### src/rtl/irq_rel_pkg.sv
package irq_rel_pkg;
    localparam int unsigned DEF_CPUS    = 4;
    localparam int unsigned DEF_VEC_W   = 8;
    localparam logic [7:0]  DEF_RELEASE = 8'h07;
endpackage

### src/rtl/irq_rel_prio.sv
module irq_rel_prio #(
    parameter int unsigned N  = 4,
    parameter int unsigned IW = (N > 1) ? $clog2(N) : 1
) (
    input  logic [N-1:0]  req_i,
    output logic          any_o,
    output logic [N-1:0]  grant_o,
    output logic [IW-1:0] idx_o
);
    logic [N:0] seen;
    assign seen[0] = 1'b0;

    for (genvar g = 0; g < N; g++) begin : g_chain
        assign grant_o[g]  = req_i[g] & ~seen[g];
        assign seen[g+1]   = seen[g] | req_i[g];
    end

    assign any_o = seen[N];

    always_comb begin
        idx_o = '0;
        for (int i = N - 1; i >= 0; i--) begin
            if (req_i[i]) idx_o = IW'(i);
        end
    end
endmodule

### src/rtl/irq_rel_service.sv
module irq_rel_service (
    input  logic clk,
    input  logic rst_n,
    input  logic pend_i,
    input  logic set_i,
    output logic serv_o
);
    logic serv_d, serv_q;

    always_comb begin
        serv_d = pend_i ? (serv_q | set_i) : 1'b0;
    end

    always_ff @(posedge clk or negedge rst_n) begin
        if (!rst_n) serv_q <= 1'b0;
        else        serv_q <= serv_d;
    end

    assign serv_o = serv_q;

    // a low pending input leaves nothing marked as serviced
    assert_clear_on_idle_R7: assert property (@(posedge clk) disable iff (!rst_n)
        !pend_i |=> !serv_o);
    // a forward is only ever requested while pending is high
    assert_set_needs_pend_R6: assert property (@(posedge clk) disable iff (!rst_n)
        set_i |-> pend_i);
endmodule

### src/rtl/irq_release_filter.sv
module irq_release_filter
    import irq_rel_pkg::*;
#(
    parameter int unsigned   NUM_CPU      = DEF_CPUS,
    parameter int unsigned   VEC_W        = DEF_VEC_W,
    parameter logic [VEC_W-1:0] RELEASE_CODE = VEC_W'(DEF_RELEASE)
) (
    input  logic                     clk,
    input  logic                     rst_n,
    input  logic                     irq_pending_i,
    input  logic [NUM_CPU-1:0]       cpu_req_i,
    output logic [NUM_CPU-1:0]       cpu_rsp_valid_o,
    output logic [NUM_CPU*VEC_W-1:0] cpu_rsp_vec_o,
    output logic                     ds_req_o,
    input  logic                     ds_ack_i,
    input  logic [VEC_W-1:0]         ds_vec_i
);
    localparam int unsigned IW = (NUM_CPU > 1) ? $clog2(NUM_CPU) : 1;

    typedef struct packed {
        logic                     busy;
        logic [IW-1:0]            owner;
        logic                     ds_req;
        logic [NUM_CPU-1:0]       rsp_v;
        logic [NUM_CPU*VEC_W-1:0] rsp_vec;
    } state_t;

    state_t st_d, st_q;

    logic               any_req;
    logic [NUM_CPU-1:0] grant;
    logic [IW-1:0]      win_idx;
    logic               serviced;
    logic               fwd;

    irq_rel_prio #(.N(NUM_CPU), .IW(IW)) u_prio (
        .req_i   (cpu_req_i),
        .any_o   (any_req),
        .grant_o (grant),
        .idx_o   (win_idx)
    );

    irq_rel_service u_serv (
        .clk    (clk),
        .rst_n  (rst_n),
        .pend_i (irq_pending_i),
        .set_i  (fwd),
        .serv_o (serviced)
    );

    assign fwd = irq_pending_i & ~serviced & ~st_q.busy & any_req;

    always_comb begin
        st_d        = st_q;
        st_d.ds_req = 1'b0;
        st_d.rsp_v  = '0;
        if (st_q.busy && ds_ack_i) begin
            st_d.busy = 1'b0;
            for (int i = 0; i < NUM_CPU; i++) begin
                if (i == int'(st_q.owner)) begin
                    st_d.rsp_v[i]                 = 1'b1;
                    st_d.rsp_vec[i*VEC_W +: VEC_W] = ds_vec_i;
                end
            end
        end
        for (int i = 0; i < NUM_CPU; i++) begin
            if (cpu_req_i[i] && !(fwd && grant[i])) begin
                st_d.rsp_v[i]                 = 1'b1;
                st_d.rsp_vec[i*VEC_W +: VEC_W] = RELEASE_CODE;
            end
        end
        if (fwd) begin
            st_d.busy   = 1'b1;
            st_d.owner  = win_idx;
            st_d.ds_req = 1'b1;
        end
    end

    always_ff @(posedge clk or negedge rst_n) begin
        if (!rst_n) st_q <= '0;
        else        st_q <= st_d;
    end

    assign cpu_rsp_valid_o = st_q.rsp_v;
    assign cpu_rsp_vec_o   = st_q.rsp_vec;
    assign ds_req_o        = st_q.ds_req;

    // never two downstream reads back to back
    assert_single_forward_R2: assert property (@(posedge clk) disable iff (!rst_n)
        ds_req_o |=> !ds_req_o);
    // pending low yields no forward in the next cycle
    assert_idle_no_forward_R6: assert property (@(posedge clk) disable iff (!rst_n)
        !irq_pending_i |=> !ds_req_o);
    // an acknowledged downstream read produces a response next cycle
    assert_owner_served_R5: assert property (@(posedge clk) disable iff (!rst_n)
        (st_q.busy && ds_ack_i) |=> ($countones(cpu_rsp_valid_o) >= 1));
    // no new forward while one is outstanding
    assert_busy_blocks_R8: assert property (@(posedge clk) disable iff (!rst_n)
        (st_q.busy && !ds_ack_i) |=> !ds_req_o);

    for (genvar g = 0; g < NUM_CPU; g++) begin : g_chk
        // a released reader sees the release code one cycle later
        assert_release_next_R4: assert property (@(posedge clk) disable iff (!rst_n)
            (cpu_req_i[g] && !grant[g]) |=>
            (cpu_rsp_valid_o[g] && cpu_rsp_vec_o[g*VEC_W +: VEC_W] == RELEASE_CODE));
    end
endmodule

### config.mk
export PLATFORM = sky130hd
export DESIGN_NAME = irq_release_filter
export DESIGN_NICKNAME = d
export VERILOG_FILES = /design/src/rtl/irq_rel_pkg.sv /design/src/rtl/irq_rel_prio.sv /design/src/rtl/irq_rel_service.sv /design/src/rtl/irq_release_filter.sv
export SDC_FILE = /design/constraint.sdc
export NUM_CORES = 1
export LEC_CHECK = 0
export BUFFER_PORTS_ARGS = -buffer_cell sky130_fd_sc_hd__buf_2
export CAP_MARGIN = 20
export CORE_MARGIN = 2
export CORE_UTILIZATION = 25
export CTS_CLUSTER_SIZE = 14
export DETAILED_ROUTE_END_ITERATION = 16
export PLACE_DENSITY = 0.54
export REMOVE_ABC_BUFFERS = 1
export SYNTH_ARGS = -nofsm -noshare
export SYNTH_HDL_FRONTEND = slang
export SYNTH_SLANG_ARGS = --single-unit
### constraint.sdc
create_clock -name clk -period 1.7 [get_ports clk]
set_input_delay 0 -clock clk [delete_from_list [all_inputs] [get_ports clk]]
set_output_delay 0 -clock clk [all_outputs]
set_load 0.005 [all_outputs]
==> results_dict.tcl <==
set metrics [dict create \
    status "finished, final reports clean" \
    end_kind "flip-flop" \
    io_buffer_count 52 \
    combPwrFrac_pct 17.8 \
    finalHoldViolCount 0 \
    synth_area_um2 2000 \
    crit_fanout 7 \
    highest_layer "met4" \
    ant_nets 0 \
    yosys.cell_types.count 29 \
    num_antenna_cells 0 \
    overflow 0 \
    fillCellCount 840 \
    synth_top_area_cell "dfrtp_1" \
    place_area_um2 2100 \
    wl_met3_um 298 \
    r2r_end "cpu_rsp_vec_o[14]" \
    drive_gt1_share_pct 28.4 \
    p_clk_share_pct 31.3 \
    maxCapViolCount 0 \
    grt_first_pass_wirelength_um 7640 \
    max-vdd-ir-drop_mv 0.302 \
    internal-power_w 0.00160 \
    die_h_um 93.5 \
    numCtsBuffers 5 \
    yosysMostFrequentCell "nand2_1" \
    clk_pin_slew_ns 0.08 \
    wl_per_cell_um 14.0 \
    synth_compound_area_share_pct 10.1 \
    period_share_pct 88.3 \
    syn_inst 219 \
    routed_wl_um 4840 \
    dieArea_um2 8750 \
    synth_commonest_cells "69 x nand2_1, 41 x dfrtp_1, 36 x buf_4, 22 x a21oi_1, 12 x nand3_1" \
    antenna_found_initial 0 \
    io_pins 53 \
    yosysSeqAreaShare_pct 51.2 \
    slew_headroom_pct 65.5 \
    fmax_mhz 666 \
    insertion_delay_ns 0.29 \
    postSynthAreaPerCell_um2 9.15 \
    cts-htree-levels 2 \
    yosysWarnings 0 \
    stdcell_area_um2 2260 \
    switching_share_pct 28.1 \
    first_iter_violations 50 \
    area_growth_pct 13.0 \
    clock-sinks 41 \
    drv_slew 0 \
    vias 1457 \
    ys_ff_latch 41 \
    setup_viol 0 \
    min_path_cells 3 \
    start_util_pct 25.9 \
    core-area_um2 7730 \
    die_w_um 93.5 \
    synth-edff-count 0 \
    grt_max_degree 42 \
    crit_path_start_kind "flip-flop" \
    wl_met1_um 2280 \
    fin_nets 258 \
    vias_per_cell 4.22 \
    p_leak_nw 1.05 \
    cts_tree "done" \
    first_global_vias 1413 \
    grt_setup_unrepaired "false" \
    yosys.area_share.simple_pct 22.5 \
    track_usage_pct 11.7 \
    hp-class "in -> reg" \
    r2r_slack_ns 0.20 \
    tightest_slew_ns 0.518 \
    fin_tns_setup_ns 0 \
    synth_mux_area_share_pct 0 \
    final_util_pct 29.3 \
    min_to "cpu_rsp_vec_o[21]" \
    rows 32 \
    drc 0 \
    clock_path_buffers 2 \
    synthFlopType "dfrtp_1" \
    dr.pass1.iters 4 \
    synthAdderAreaFrac_pct 0 \
    multiInputGateArea_um2 654 \
    hold_buffers 6 \
    regArea_um2 1030 \
    dp_hpwl_um 3480 \
    hp-start "ds_vec_i[5]" \
    synth-xor-area-share_pct 0 \
    synth_top_family_by_area "simple AND/OR/NAND/NOR gates" \
    async_flop_share_pct 100 \
    r2r-start "st_q[39]" \
    skew_ns 0.00231 \
    cts-root-buf "clkbuf_8" \
    switchingPower_w 0.000625 \
    synth_area_leaders "dfrtp_1 51%, buf_4 13%, nand2_1 13%" \
    cp.arrival_ns 1.72 \
    cts_resized 0 \
    cts_setup_buffers 0 \
    period_needed_ns 1.50 \
    wl_met2_um 2140 \
    reg2reg_depth 4 \
    yosysTopAreaCellShare_pct 51.2 \
    power_density_nw_per_um2 982 \
    gp_congestion 0.800 \
    critical_path_required_ns 1.92 \
    seqPwrFrac_pct 50.9 \
    crit_type "reg -> reg" \
]
-- routing by layer --
| metal | track usage, % | vias up |
|---|---|---|
| met5 | 0 | - |
| met2 | 17.1 | 40 |
| li1 | - | 730 |
| met3 | 3.79 | 10 |
| met4 | 4.66 | 0 |
| met1 | 15.9 | 677 |
-- kinds of logic (layout without fill, tap and decap cells) --
kind of cell           after synthesis  count (layout)
buffers and inverters               47              71
AOI/OAI and AO/OA                   32              32
and+or+nand+nor                     99              99
DFF                                 41              41
-- worst max-delay path, stage by stage, from the launching register on --
cell     delay (ns)
dfrtp_1        0.37
or3b_1         0.49
buf_4          0.21
o21a_1         0.22
a21oi_1        0.13
-- state kept, by name, summed over array words and instances (netlist names) --
name and cells:
u_serv.serv_o 1, cpu_rsp_valid_o 4, st_q 3, ds_req_o 1
cpu_rsp_vec_o 32
-- worst max path at each step --
| stage | startpoint | endpoint | slack [ns] | cells past startpoint |
|---|---|---|---|---|
| finish | st_q[39] | cpu_rsp_vec_o[14] | 0.20 | 4 |
| floorplan | st_q[39] | cpu_rsp_vec_o[27] | 0.14 | 3 |
| CTS | st_q[39] | cpu_rsp_vec_o[14] | 0.19 | 4 |
| global placement | st_q[39] | cpu_rsp_vec_o[13] | 0.24 | 4 |
| detailed placement | st_q[39] | cpu_rsp_vec_o[13] | 0.21 | 4 |
| global route | st_q[39] | cpu_rsp_vec_o[15] | 0.09 | 4 |
-- through the flow --
stage                     setup slack, ns  total power, W  hold WS [ns]  cells
after floorplan                     0.143         0.00133        -0.296    173
after global placement              0.237         0.00154         0.106    331
after detailed placement            0.207         0.00154         0.113    331
after CTS                           0.193         0.00226       0.00152    345
after global routing               0.0932         0.00235        0.0130    345
final                               0.198         0.00222       0.00697    345
-- power groups by stage --
stage | combinational (W) | sequential, W | clock, W
6_report | 0.000395 | 0.00113 | 0.000696
5_1_grt | 0.000447 | 0.00115 | 0.000758
4_1_cts | 0.000403 | 0.00113 | 0.000724
3_5_place_dp | 0.000391 | 0.00115 | 0
3_3_place_gp | 0.000388 | 0.00115 | 0
2_1_floorplan | 0.000180 | 0.00115 | 0
-- area by class of cell --
class,instances,area share [%]
timing repair buffer,62,15.5
clock inverter,1,0.221
inverter,1,0.166
clock buffer,7,4.26
sequential,41,45.3
multi-input combinational,131,28.9
tap,102,5.64
-- cells in the final DEF, fill, tap and decap left out, types with 2 or more instances in the layout --
cell type	synthesis	routed
a21oi_1	22	22
and4b_1	2	2
buf_2	3	52
buf_4	36	4
clkbuf_8	0	7
dfrtp_1	41	41
dlygate4sd3_1	0	6
nand2_1	69	69
nand3_1	12	12
nand4b_1	2	2
nor2_1	3	3
o21a_1	3	3
o21ai_2	2	2
or2_2	2	2
Note: power is estimated with default switching activity, not from simulation.
